<file path="src/rtl/txring_pkg.sv">
package txring_pkg;

   typedef enum logic [2:0] {
      S_IDLE,
      S_DADDR,
      S_DSIZE,
      S_DNEXT,
      S_ROOM,
      S_DATA,
      S_WBACK
   } seq_st_t;

   localparam logic [1:0] RA_CTRL = 2'd0;
   localparam logic [1:0] RA_DESC = 2'd1;
   localparam logic [1:0] RA_STAT = 2'd2;
   localparam logic [1:0] RA_IRQ  = 2'd3;

   localparam int FL_SENT = 0;
   localparam int FL_UNDR = 1;
   localparam int FL_BERR = 2;
   localparam int NFLAGS  = 3;

   localparam int EMPTY_BIT = 31;
   localparam int CNT_LSB   = 16;

endpackage

</file>
<file path="src/rtl/txring_lenmath.sv">
module txring_lenmath #(
   parameter int LEN_W = 12
) (
   input  logic [LEN_W-1:0] len_i,
   output logic [LEN_W-2:0] nwords_o,
   output logic [2:0]       tail_o
);

   localparam int WC_W = LEN_W - 1;

   logic partial;

   assign partial  = |len_i[1:0];
   assign nwords_o = {1'b0, len_i[LEN_W-1:2]} + WC_W'(partial);
   assign tail_o   = partial ? {1'b0, len_i[1:0]} : 3'd4;

endmodule

</file>
<file path="src/rtl/txring_seq.sv">
module txring_seq
   import txring_pkg::*;
#(
   parameter int ADDR_W = 32,
   parameter int LEN_W  = 12
) (
   input  logic              clk,
   input  logic              rst_n,
   input  logic              en_i,
   input  logic [ADDR_W-1:0] desc_ptr_i,
   input  logic              fifo_room_i,
   output logic              mem_req_o,
   output logic              mem_we_o,
   output logic [ADDR_W-1:0] mem_addr_o,
   output logic [31:0]       mem_wdata_o,
   input  logic [31:0]       mem_rdata_i,
   input  logic              mem_ready_i,
   input  logic              mem_err_i,
   output logic              fifo_wr_o,
   output logic [31:0]       fifo_data_o,
   output logic              fifo_last_o,
   output logic [2:0]        fifo_bytes_o,
   output logic              ev_done_o,
   output logic              ev_undr_o,
   output logic              ev_berr_o,
   output logic [ADDR_W-1:0] nxt_desc_o
);

   localparam int WC_W = LEN_W - 1;
   localparam logic [ADDR_W-1:0] OFS_SIZE = ADDR_W'(4);
   localparam logic [ADDR_W-1:0] OFS_NEXT = ADDR_W'(8);
   localparam logic [ADDR_W-1:0] STEP     = ADDR_W'(4);
   localparam logic [WC_W-1:0]   ONE_W    = WC_W'(1);

   seq_st_t state_q, state_d;
   logic [ADDR_W-1:0] cur_q, buf_q, next_q;
   logic [31:0]       size_q;
   logic [WC_W-1:0]   wleft_q;
   logic [WC_W-1:0]   nwords;
   logic [2:0]        tail;
   logic              accept, good;
   logic [ADDR_W-1:0] rd_ptr;

   txring_lenmath #(.LEN_W(LEN_W)) len_i (
      .len_i    (size_q[LEN_W-1:0]),
      .nwords_o (nwords),
      .tail_o   (tail)
   );

   assign rd_ptr = {mem_rdata_i[ADDR_W-1:2], 2'b00};

   always_comb begin
      mem_req_o  = (state_q == S_DADDR) || (state_q == S_DSIZE) || (state_q == S_DNEXT)
                || (state_q == S_DATA)  || (state_q == S_WBACK);
      mem_we_o   = (state_q == S_WBACK);
      mem_addr_o = cur_q;
      case (state_q)
         S_DSIZE, S_WBACK: mem_addr_o = cur_q + OFS_SIZE;
         S_DNEXT:          mem_addr_o = cur_q + OFS_NEXT;
         S_DATA:           mem_addr_o = buf_q;
         default:          mem_addr_o = cur_q;
      endcase
   end

   assign mem_wdata_o  = size_q | (32'd1 << EMPTY_BIT);
   assign accept       = mem_req_o && (mem_ready_i || mem_err_i);
   assign good         = accept && !mem_err_i;
   assign ev_berr_o    = mem_req_o && mem_err_i;
   assign ev_undr_o    = good && (state_q == S_DSIZE) && mem_rdata_i[EMPTY_BIT];
   assign ev_done_o    = good && (state_q == S_WBACK);
   assign nxt_desc_o   = next_q;
   assign fifo_wr_o    = (state_q == S_DATA) && mem_ready_i && !mem_err_i;
   assign fifo_data_o  = mem_rdata_i;
   assign fifo_last_o  = (state_q == S_DATA) && (wleft_q == ONE_W);
   assign fifo_bytes_o = fifo_last_o ? tail : 3'd4;

   always_comb begin
      state_d = state_q;
      case (state_q)
         S_IDLE:  if (en_i) state_d = S_DADDR;
         S_DADDR: if (accept) state_d = mem_err_i ? S_IDLE : S_DSIZE;
         S_DSIZE: if (accept) state_d = (mem_err_i || mem_rdata_i[EMPTY_BIT]) ? S_IDLE : S_DNEXT;
         S_DNEXT: if (accept) state_d = mem_err_i ? S_IDLE : S_ROOM;
         S_ROOM:  if (fifo_room_i) state_d = (wleft_q == '0) ? S_WBACK : S_DATA;
         S_DATA:  if (accept) state_d = mem_err_i ? S_IDLE :
                                        ((wleft_q == ONE_W) ? S_WBACK : S_DATA);
         S_WBACK: if (accept) state_d = mem_err_i ? S_IDLE : (en_i ? S_DADDR : S_IDLE);
         default: state_d = S_IDLE;
      endcase
   end

   always_ff @(posedge clk or negedge rst_n) begin
      if (!rst_n) begin
         state_q <= S_IDLE;
         cur_q   <= '0;
         buf_q   <= '0;
         next_q  <= '0;
         size_q  <= '0;
         wleft_q <= '0;
      end else begin
         state_q <= state_d;
         case (state_q)
            S_IDLE:  if (en_i) cur_q <= desc_ptr_i;
            S_DADDR: if (good) buf_q <= rd_ptr;
            S_DSIZE: if (good) size_q <= mem_rdata_i;
            S_DNEXT: if (good) begin
               next_q  <= rd_ptr;
               wleft_q <= nwords;
            end
            S_DATA:  if (good) begin
               buf_q   <= buf_q + STEP;
               wleft_q <= wleft_q - ONE_W;
            end
            S_WBACK: if (good) cur_q <= next_q;
            default: ;
         endcase
      end
   end


   req_hold_chk: assert property (@(posedge clk) disable iff (!rst_n)
      (mem_req_o && !mem_ready_i && !mem_err_i) |=>
         (mem_req_o && $stable(mem_addr_o) && $stable(mem_we_o)));


   room_wait_chk: assert property (@(posedge clk) disable iff (!rst_n)
      (state_q == S_ROOM && !fifo_room_i) |=> (state_q == S_ROOM && !fifo_wr_o));


   wback_flag_chk: assert property (@(posedge clk) disable iff (!rst_n)
      (mem_req_o && mem_we_o) |-> mem_wdata_o[EMPTY_BIT]);


   last_word_chk: assert property (@(posedge clk) disable iff (!rst_n)
      (fifo_wr_o && fifo_last_o) |=> !fifo_wr_o);

endmodule

</file>
<file path="src/rtl/txring_regs.sv">
module txring_regs
   import txring_pkg::*;
#(
   parameter int ADDR_W  = 32,
   parameter int CNT_W   = 8,
   parameter bit IRQ_REG = 1'b1
) (
   input  logic              clk,
   input  logic              rst_n,
   input  logic              reg_wr_i,
   input  logic [1:0]        reg_addr_i,
   input  logic [31:0]       reg_wdata_i,
   output logic [31:0]       reg_rdata_o,
   input  logic              ev_done_i,
   input  logic              ev_undr_i,
   input  logic              ev_berr_i,
   input  logic [ADDR_W-1:0] nxt_desc_i,
   output logic              en_o,
   output logic [ADDR_W-1:0] desc_o,
   output logic              irq_o
);

   logic              en_q;
   logic [ADDR_W-1:0] desc_q;
   logic [NFLAGS-1:0] flags_q, flags_d, mask_q, pend;
   logic [CNT_W-1:0]  cnt_q;
   logic              wr_ctrl, wr_desc, wr_stat, wr_irq;

   assign wr_ctrl = reg_wr_i && (reg_addr_i == RA_CTRL);
   assign wr_desc = reg_wr_i && (reg_addr_i == RA_DESC);
   assign wr_stat = reg_wr_i && (reg_addr_i == RA_STAT);
   assign wr_irq  = reg_wr_i && (reg_addr_i == RA_IRQ);
   assign pend    = flags_q & mask_q;

   always_comb begin
      flags_d = flags_q;
      if (wr_stat) flags_d = flags_d & ~reg_wdata_i[NFLAGS-1:0];
      if (ev_done_i) flags_d[FL_SENT] = 1'b1;
      if (ev_undr_i) flags_d[FL_UNDR] = 1'b1;
      if (ev_berr_i) flags_d[FL_BERR] = 1'b1;
   end

   always_ff @(posedge clk or negedge rst_n) begin
      if (!rst_n) begin
         en_q    <= 1'b0;
         desc_q  <= '0;
         flags_q <= '0;
         mask_q  <= '0;
         cnt_q   <= '0;
      end else begin
         flags_q <= flags_d;
         if (ev_undr_i || ev_berr_i) en_q <= 1'b0;
         else if (wr_ctrl)           en_q <= reg_wdata_i[0];
         if (ev_done_i)    desc_q <= nxt_desc_i;
         else if (wr_desc) desc_q <= {reg_wdata_i[ADDR_W-1:2], 2'b00};
         if (wr_irq)    mask_q <= reg_wdata_i[NFLAGS-1:0];
         if (ev_done_i) cnt_q  <= cnt_q + CNT_W'(1);
      end
   end

   always_comb begin
      reg_rdata_o = '0;
      case (reg_addr_i)
         RA_CTRL: reg_rdata_o[0] = en_q;
         RA_DESC: reg_rdata_o[ADDR_W-1:0] = desc_q;
         RA_STAT: begin
            reg_rdata_o[NFLAGS-1:0]       = flags_q;
            reg_rdata_o[CNT_LSB +: CNT_W] = cnt_q;
         end
         default: begin
            reg_rdata_o[NFLAGS-1:0] = mask_q;
            reg_rdata_o[8 +: NFLAGS] = pend;
         end
      endcase
   end

   generate
      if (IRQ_REG) begin : g_irq_ff
         logic irq_q;
         always_ff @(posedge clk or negedge rst_n) begin
            if (!rst_n) irq_q <= 1'b0;
            else        irq_q <= |pend;
         end
         assign irq_o = irq_q;
      end else begin : g_irq_comb
         assign irq_o = |pend;
      end
   endgenerate

   assign en_o   = en_q;
   assign desc_o = desc_q;


   berr_stop_chk: assert property (@(posedge clk) disable iff (!rst_n)
      ev_berr_i |=> (!en_q && flags_q[FL_BERR]));


   undr_stop_chk: assert property (@(posedge clk) disable iff (!rst_n)
      ev_undr_i |=> (!en_q && flags_q[FL_UNDR]));


   cnt_step_chk: assert property (@(posedge clk) disable iff (!rst_n)
      ev_done_i |=> (cnt_q == $past(cnt_q) + CNT_W'(1) && flags_q[FL_SENT]));


   w1c_keep_chk: assert property (@(posedge clk) disable iff (!rst_n)
      (!reg_wr_i && !ev_done_i && !ev_undr_i && !ev_berr_i) |=> $stable(flags_q));

endmodule

</file>
<file path="src/rtl/txring_dma.sv">
module txring_dma #(
   parameter int ADDR_W  = 32,
   parameter int LEN_W   = 12,
   parameter int CNT_W   = 8,
   parameter bit IRQ_REG = 1'b1
) (
   input  logic              clk,
   input  logic              rst_n,
   input  logic              reg_wr,
   input  logic [1:0]        reg_addr,
   input  logic [31:0]       reg_wdata,
   output logic [31:0]       reg_rdata,
   output logic              mem_req,
   output logic              mem_we,
   output logic [ADDR_W-1:0] mem_addr,
   output logic [31:0]       mem_wdata,
   input  logic [31:0]       mem_rdata,
   input  logic              mem_ready,
   input  logic              mem_err,
   input  logic              fifo_room,
   output logic              fifo_wr,
   output logic [31:0]       fifo_data,
   output logic              fifo_last,
   output logic [2:0]        fifo_bytes,
   output logic              irq
);

   generate
      if (ADDR_W < 8 || ADDR_W > 32) begin : g_bad_addr
         $error("txring_dma: ADDR_W must lie in 8..32");
      end
      if (LEN_W < 3 || LEN_W > 31) begin : g_bad_len
         $error("txring_dma: LEN_W must lie in 3..31");
      end
      if (CNT_W < 1 || CNT_W > 8) begin : g_bad_cnt
         $error("txring_dma: CNT_W must lie in 1..8");
      end
   endgenerate

   logic              en, ev_done, ev_undr, ev_berr;
   logic [ADDR_W-1:0] desc_ptr, nxt_desc;

   txring_regs #(.ADDR_W(ADDR_W), .CNT_W(CNT_W), .IRQ_REG(IRQ_REG)) regs_i (
      .clk         (clk),
      .rst_n       (rst_n),
      .reg_wr_i    (reg_wr),
      .reg_addr_i  (reg_addr),
      .reg_wdata_i (reg_wdata),
      .reg_rdata_o (reg_rdata),
      .ev_done_i   (ev_done),
      .ev_undr_i   (ev_undr),
      .ev_berr_i   (ev_berr),
      .nxt_desc_i  (nxt_desc),
      .en_o        (en),
      .desc_o      (desc_ptr),
      .irq_o       (irq)
   );

   txring_seq #(.ADDR_W(ADDR_W), .LEN_W(LEN_W)) seq_i (
      .clk          (clk),
      .rst_n        (rst_n),
      .en_i         (en),
      .desc_ptr_i   (desc_ptr),
      .fifo_room_i  (fifo_room),
      .mem_req_o    (mem_req),
      .mem_we_o     (mem_we),
      .mem_addr_o   (mem_addr),
      .mem_wdata_o  (mem_wdata),
      .mem_rdata_i  (mem_rdata),
      .mem_ready_i  (mem_ready),
      .mem_err_i    (mem_err),
      .fifo_wr_o    (fifo_wr),
      .fifo_data_o  (fifo_data),
      .fifo_last_o  (fifo_last),
      .fifo_bytes_o (fifo_bytes),
      .ev_done_o    (ev_done),
      .ev_undr_o    (ev_undr),
      .ev_berr_o    (ev_berr),
      .nxt_desc_o   (nxt_desc)
   );


   idle_quiet_chk: assert property (@(posedge clk) disable iff (!rst_n)
      (!en && !mem_req) |=> !mem_req);

endmodule

</file>
<file path="config.mk">
export PLATFORM = sky130hd
export DESIGN_NAME = txring_dma
export DESIGN_NICKNAME = d
export VERILOG_FILES = /design/src/rtl/txring_pkg.sv /design/src/rtl/txring_lenmath.sv /design/src/rtl/txring_seq.sv /design/src/rtl/txring_regs.sv /design/src/rtl/txring_dma.sv
export SDC_FILE = /design/constraint.sdc
export NUM_CORES = 1
export LEC_CHECK = 0
export BUFFER_PORTS_ARGS = -buffer_cell sky130_fd_sc_hd__buf_2
export CAP_MARGIN = 20
export CORE_MARGIN = 5
export CORE_UTILIZATION = 23
export CTS_BUF_LIST = sky130_fd_sc_hd__clkbuf_2 sky130_fd_sc_hd__clkbuf_4 sky130_fd_sc_hd__clkbuf_8
export DETAILED_ROUTE_END_ITERATION = 10
export SKIP_LAST_GASP = 1
export SLEW_MARGIN = 10
export SYNTH_ARGS = -nofsm -noshare
export SYNTH_HDL_FRONTEND = slang
export SYNTH_SLANG_ARGS = --single-unit
</file>
<file path="constraint.sdc">
create_clock -name clk -period 6.5 [get_ports clk]
set_input_delay 1.3 -clock clk [delete_from_list [all_inputs] [get_ports clk]]
set_output_delay 1.3 -clock clk [all_outputs]
set_load 0.02 [all_outputs]
</file>
==> results.yml, run 1 <==
clock_tree:
  clk_path_buf_depth: 2
  clk-insertion-delay-late_ps: 560
  cts_root_buf: "clkbuf_8"
  clkSinkCount: 181
  htree_levels: 4
  cts_tree: "done"
  postCtsSetupRepairBufs: 0
  ctsResizeCount: 0
  numCtsBuffers: 17
  clk_pin_slew_worst_paths_ps: 100
  cts.hold.buffers_added: 0
final_layout:
  share_of_final_layout_standard_cells_stronger_than_drive_strength_1_pct: 23.9
  multiInputGateArea_sq_um: 5970
  most-common-layout-cells: "buf_2, dfrtp_1, nand2_1"
  final_common_cell: "buf_2"
  layout.area.seq_sq_um: 4530
  post_route_standard_cell_area_excluding_fillers_sq_um: 12900
  fill_count: 5154
  nNetsFinal: 1449
  synthToLayoutAreaGrowth_pct: 15.2
pwr:
  power.density_nw_per_um2: 421
  max-vdd-ir-drop_uv: 240
  power.leakage_nw: 5.83
logic_synthesis:
  ys_warns: 0
  synth_area_per_cell_sq_um: 8.96
  synthArstFlopShare_pct: 100
  synth_seq_area_share_pct: 40.4
  yosys_register_bits: 181
  postSynth.topFlopCell: "dfrtp_1"
  synth.lib_cells_used.distinct: 72
  count_of_flip_flops_with_a_built_in_enable_after_synthesis: 0
  synthesis.area_sq_um: 11200
  synthesis.instances: 1251
worst_setup_path:
  worst_path_largest_cell_delay_ps: 1000
  critical_path_buf_inv_count: 2
  timing.critical_path.arrival_ps: 3730
  reg_to_reg_critical_path_startpoint: "seq_i.state_q[0]"
  worstPathCellList: "buf_4 -> and3b_1 -> nand3_1 -> o22ai_1 -> a311oi_1 -> a211oi_1 -> buf_2"
  critical_path.slowest_cell: "dfrtp_1"
  worst_setup_path_end_kind: "output port"
  critical_path_required_ps: 5200
  worstReg2RegEnd: "seq_i.wleft_q[8]"
  ff2ff_path_depth: 4
  worst_path_dominant_cell_family: "flip-flops"
  regToRegSetupSlack_ps: 3430
  path_max_fanout: 26
  timing.critical_path.from: "seq_i.state_q[0]"
  worst-setup-path-type: "reg2out"
  critPathLaunchType: "register"
floorplan:
  start_util_pct: 23.4
  ioPinCount: 208
  rows: 80
  floorplan.die_area_sq_um: 53200
  die-width_um: 231
  core_area_sq_um: 47900
  die-height_um: 231
grt:
  aggregate_global_route_resource_usage_pct: 16.0
  grt_first_pass_wirelength_um: 64700
  antenna_found_initial: 1
  grt_remaining_overflow: 0
  largest_net_degree_at_the_start_of_global_routing: 70
  first_global_vias: 10000
timing:
  achievable_clock_frequency_ghz: 0.199
  worst-slew-pin-transition_ps: 1020
  post-route-period-util_pct: 77.3
  report.final.slew_viol_count: 0
  finClkSkew_ps: 19.5
  fin_setup_tns_ps: 0
  hold_violations: 0
  period_needed_ps: 5030
  final-setup-viol-count: 0
  unrepaired_setup_endpoints_after_global_routing: "false"
  relSlewSlack_pct: 31.6
outcome:
  outcome: "completed"
route:
  ant_nets: 0
  mean_routed_wirelength_per_cell_um: 21.8
  vias_per_cell: 5.18
  vias: 10300
  drc: 0
  iteration_0_drc_count_of_the_detailed_router: 994
  number_of_optimization_iterations_in_the_first_detailed_route_pass: 6
  total_length_of_routed_wires_um: 43400
place:
  finalWeightedCongestion: 0.939
  detailed_place.area_sq_um: 12500
  buffer_ports.inserted: 204
  dpl.hpwl_um: 31900
hold_path:
  sink_of_the_worst_hold_path: "regs_i.cnt_q[7]"
  worstHoldStart: "regs_i.cnt_q[7]"
  min-delay-path-class: "reg2reg"
  min_delay_path_depth: 1
job:
  max_cap_viol_count: 0
-- where the power goes --
group	switching, mW	internal, mW
Clock	0.459	0.355
Combinational	1.48	0.876
Sequential	0.677	1.58
-- worst max path at each step --
stage | endpoint | slack [ps] | cells past startpoint
detailed placement | mem_addr[10] | 2140 | 7
floorplan | reg_rdata[2] | 2760 | 5
CTS | mem_addr[10] | 1480 | 7
finish | mem_addr[10] | 1470 | 7
global placement | mem_addr[10] | 2200 | 7
global route | mem_addr[10] | 1350 | 7
-- synthesized netlist by cell type, types with 7 or more instances --
cell | instances | area (sq um)
a21oi_1 | 71 | 355
a22oi_1 | 24 | 180
a31oi_1 | 14 | 87.6
and2_1 | 27 | 169
and3_1 | 14 | 87.6
and4_1 | 10 | 87.6
buf_1 | 7 | 26.3
buf_2 | 17 | 85.1
buf_4 | 37 | 278
clkbuf_1 | 66 | 248
dfrtp_1 | 181 | 4530
ha_1 | 14 | 175
inv_1 | 24 | 90.1
mux2_2 | 62 | 698
mux2i_1 | 70 | 701
nand2_1 | 117 | 439
nand3_1 | 57 | 285
nand4_1 | 32 | 200
nor2_1 | 82 | 308
nor2b_1 | 14 | 87.6
nor3_1 | 27 | 135
nor4_1 | 17 | 106
o211ai_1 | 12 | 90.1
o21ai_0 | 103 | 515
o22ai_1 | 7 | 43.8
o2bb2ai_1 | 7 | 61.3
or3_1 | 10 | 62.6
or4_1 | 10 | 75.1
xnor2_1 | 12 | 105
xor2_1 | 7 | 61.3
-- cell families after synthesis --
family	synth area share, %
and+or+nand+nor	19.8
AOI/OAI and AO/OA	17.6
DFF	40.4
buffers and inverters	6.57
muxes	12.5
xor gates and xnor gates	1.49
adders and majority gates	1.56
other	0.0670
-- area by class of cell --
type / count / share of cell area [%]
inverters: 25 / 0.727
diodes: 1 / 0.0194
clock buffers: 20 / 1.99
clock inverters: 10 / 0.970
flip-flops and latches: 181 / 35.1
repair buffers: 220 / 8.97
multi-input cells: 918 / 46.3
well taps: 615 / 5.96
-- worst reg2reg max path: cells and delay by family, from the launching register on --
kind / cells / cell delay (ps)
buf+inv: 1 / 690
compound gates: 2 / 730
flops: 1 / 1000
simple gates: 1 / 550
-- sequential cells by signal (all words and copies together) (netlist names) --
register          count
regs_i.irq_o          1
seq_i.buf_q          30
regs_i.cnt_q          8
regs_i.flags_q        3
regs_i.desc_o        30
seq_i.state_q         3
seq_i.wleft_q        11
seq_i.cur_q          30
seq_i.nxt_desc_o     30
seq_i.size_q         31
regs_i.en_o           1
regs_i.mask_q         3
-- routing by layer --
metal	vias to the layer above	share of wire, %	wire [um]	GRT usage, %
met2	408	46	19800	25.1
li1	4768	-	-	-
met3	67	6.8	2940	3.99
met5	-	0	0	0
met1	5056	45	19400	21.7
met4	0	3.0	1310	5.37
-- metrics by stage --
step	util, %	total power [mW]	instances	hold slack (ps)	setup WS (ps)
2_1_floorplan	-	3.65	1252	446	2760
3_3_place_gp	26.1	4.58	1958	465	2200
3_5_place_dp	26.1	4.61	1958	468	2140
4_1_cts	26.9	5.45	1988	487	1480
5_1_grt	26.9	5.79	1990	516	1350
6_report	26.9	5.43	1990	488	1470
(Power assumes the default switching activity.)
==> run 2, diff against run 1 <==
--- a/config.mk
+++ b/config.mk
@@ -5,6 +5,7 @@
 export SDC_FILE = /design/constraint.sdc
 export NUM_CORES = 1
 export LEC_CHECK = 0
+export ABC_AREA = 1
 export BUFFER_PORTS_ARGS = -buffer_cell sky130_fd_sc_hd__buf_2
 export CAP_MARGIN = 20
 export CORE_MARGIN = 5
==> constraint.sdc (replaced) <==
create_clock -name clk -period 4.8 [get_ports clk]
set_input_delay 0.96 -clock clk [delete_from_list [all_inputs] [get_ports clk]]
set_output_delay 0.96 -clock clk [all_outputs]
set_load 0.02 [all_outputs]
==> run 2 against run 1 <==
Against the previous run:
- area after synthesis rose by 7.9%
- count of clock-buffer cells in the layout is 2 lower
- cell area grew 8.5%
- synthesized cell count grew 50%
- hold slack lost 13 ps
- power rose by 45%
- highest routed layer is now met5
==> results.yml, run 2 <==
logic_synthesis:
  synth_area_per_cell_sq_um: 6.45
  synthesis.area_sq_um: 12100
  synthArstFlopShare_pct: 100
  synth_most_common_cell: "nand2_1"
  synth_mux_area_share_pct: 0
  synth_seq_area_share_pct: 37.5
  yosys_register_bits: 181
  postSynth.topFlopCell: "dfrtp_1"
  synth_compound_area_share_pct: 13.0
  ys_warns: 0
  synthTopCellsByCount: "nand2_1, inv_1, o21ai_0, dfrtp_1, nand3_1"
  yosys.area_share.xor_xnor_pct: 0.942
  synth_top_family_by_area: "simple AND/OR/NAND/NOR gates"
  netlist.top_cell.by_area: "dfrtp_1"
  synth-adder-area-share_pct: 1.45
  count_of_flip_flops_with_a_built_in_enable_after_synthesis: 0
  yosys.area.top_type_share_pct: 37.5
  post_synth_and_or_nand_nor_area_fraction_pct: 33.9
  synthesis.instances: 1874
  post_synth_main_area_contributors: "dfrtp_1, nand2_1, o21ai_0"
  synth.lib_cells_used.distinct: 42
clock_tree:
  clkSinkCount: 181
  cts_tree: "done"
  postCtsSetupRepairBufs: 0
  clk_path_buf_depth: 2
  clk-insertion-delay-late_ps: 510
  cts_root_buf: "clkbuf_8"
  clk_pin_slew_worst_paths_ps: 110
  numCtsBuffers: 17
  ctsResizeCount: 0
  htree_levels: 4
  cts.hold.buffers_added: 0
grt:
  aggregate_global_route_resource_usage_pct: 16.7
  grt_remaining_overflow: 0
  grt.met3_usage_pct: 4.64
  antenna_found_initial: 6
  grt_first_pass_wirelength_um: 72300
  globalRouteMet1Util_pct: 23.1
  grt_util_met2_pct: 25.6
  largest_net_degree_at_the_start_of_global_routing: 79
  first_global_vias: 11800
  busiest_layer: "met2"
worst_setup_path:
  worst_path_largest_cell_delay_ps: 620
  worstReg2RegEnd: "regs_i.desc_o[23]"
  regToRegSetupSlack_ps: 1590
  reg_to_reg_critical_path_startpoint: "seq_i.state_q[2]"
  worstPathCellList: "inv_2 -> nand3_1 -> buf_4 -> clkinv_1 -> a221oi_1 -> nand2_1 -> buf_2"
  path_max_fanout: 18
  critical_path_required_ps: 3840
  ff2ff_path_depth: 11
  worst_path_dominant_cell_family: "buffers and inverters"
  critical_path.slowest_cell: "dfrtp_1"
  worst-setup-path-type: "reg2out"
  critical_path_buf_inv_count: 4
  timing.critical_path.arrival_ps: 3220
  worst_setup_path_end_kind: "output port"
  critPathLaunchType: "register"
route:
  vias_per_cell: 4.64
  mean_routed_wirelength_per_cell_um: 17.9
  drc: 0
  ant_nets: 0
  number_of_optimization_iterations_in_the_first_detailed_route_pass: 6
  total_length_of_routed_wires_um: 48500
  iteration_0_drc_count_of_the_detailed_router: 1050
  vias: 12600
final_layout:
  post_route_standard_cell_area_excluding_fillers_sq_um: 14000
  final_common_cell: "nand2_1"
  largest_reg_flops: 31
  share_of_final_layout_standard_cells_stronger_than_drive_strength_1_pct: 13.4
  synthToLayoutAreaGrowth_pct: 15.7
  layout.core_utilization_pct: 26.7
  registers.top_by_ff_count: "seq_i.size_q"
  nNetsFinal: 2090
  most-common-layout-cells: "nand2_1, inv_1, o21ai_0, buf_2, dfrtp_1"
floorplan:
  ioPinCount: 208
  core_area_sq_um: 52300
  floorplan.die_area_sq_um: 57300
  die-height_um: 239
  rows: 84
  start_util_pct: 23.1
  die-width_um: 239
pwr:
  power_frac_clock_pct: 14.9
  p_sw_share_pct: 52.4
  comb_power_share_pct: 47.5
  max-vdd-ir-drop_uv: 219
  p_seq_share_pct: 37.7
  power.net_switching_mw: 4.11
  power.leakage_nw: 7.21
  power_report.internal_total_mw: 3.74
  power.density_nw_per_um2: 561
timing:
  final.setup.worst_slack_ps: 623
  worst-slew-pin-transition_ps: 978
  achievable_clock_frequency_ghz: 0.239
  period_needed_ps: 4180
  report.final.slew_viol_count: 0
  unrepaired_setup_endpoints_after_global_routing: "false"
  final-setup-viol-count: 0
  fin_setup_tns_ps: 0
  hold_violations: 0
  finClkSkew_ps: 18.4
  relSlewSlack_pct: 34.7
  post-route-period-util_pct: 87.0
hold_path:
  sink_of_the_worst_hold_path: "seq_i.size_q[20]"
  min-delay-path-class: "reg2reg"
  worstHoldStart: "seq_i.size_q[20]"
  min_delay_path_depth: 2
job:
  max_cap_viol_count: 0
place:
  placement.setup.worst_slack_ps: 1230
  detailed_place.area_sq_um: 13600
  finalWeightedCongestion: 0.956
  dpl.hpwl_um: 37800
  buffer_ports.inserted: 204
outcome:
  outcome: "completed"
## run 2: changes by cell type after synthesis, sizes merged, moves of 23 or more
cell | previous run | this run
nand2 | 117 | 606
inv | 24 | 265
mux2 | 62 | 0
mux2i | 70 | 0
a21oi | 71 | 48
nor2 | 82 | 154
o21ai | 103 | 207
a22oi | 24 | 1
nand3 | 57 | 170
and2 | 27 | 0
## run 2: cell families after synthesis
logic type / Yosys count
adder cells (fa/ha/maj): 14
flip-flops: 181
XOR/XNOR: 13
buffers and inverters: 378
other: 2
AO/OA/AOI/OAI: 296
AND/OR/NAND/NOR: 990
## run 2: layer usage
layer | part of all wire [%] | vias up
li1 | - | 6171
met1 | 45 | 5883
met2 | 43 | 438
met3 | 9.0 | 59
met4 | 2.2 | 2
met5 | 0.027 | -
## run 2: metrics by stage
stage               std cells  total power, mW  hold slack, ps
finish                   2707             7.85             474
global route             2706             8.50             498
floorplan                1875             5.21             450
detailed placement       2673             6.67             455
global placement         2673             6.66             453
CTS                      2705             7.87             476
## run 2: layout make-up
cell class                 instances  area [sq um]
clock buffer                      18           248
multi-input combinational       1316          5990
antenna                            2          5.00
fill                            5994         38300
clock inverter                    14           181
tap                              688           861
inverter                         267          1000
timing repair buffer             221          1180
sequential                       181          4530
## run 2: power groups by stage
| stage | Sequential, mW | Clock [mW] | Combinational [mW] |
|---|---|---|---|
| 6_report | 2.96 | 1.17 | 3.73 |
| 5_1_grt | 3.02 | 1.27 | 4.21 |
| 4_1_cts | 2.93 | 1.21 | 3.73 |
| 3_5_place_dp | 2.95 | 0 | 3.72 |
| 3_3_place_gp | 2.96 | 0 | 3.70 |
| 2_1_floorplan | 2.76 | 0 | 2.45 |
## run 2: worst max-delay path by stage
| stage | endpoint | slack [ps] | from | cells after the start |
|---|---|---|---|---|
| floorplan | reg_rdata[23] | 1810 | reg_addr[1] | 6 |
| global placement | mem_addr[4] | 1350 | seq_i.state_q[2] | 7 |
| detailed placement | mem_addr[4] | 1230 | seq_i.state_q[2] | 7 |
| CTS | mem_addr[4] | 610 | seq_i.state_q[2] | 7 |
| global route | mem_addr[4] | 430 | seq_i.state_q[2] | 7 |
| finish | mem_addr[4] | 620 | seq_i.state_q[2] | 7 |
## run 2: worst register-to-register path, delay by kind of cell (launching register included)
family | cells | cell delay, ps
compound gates | 2 | 550
buf+inv | 5 | 1470
flops | 1 | 550
simple gates | 4 | 540
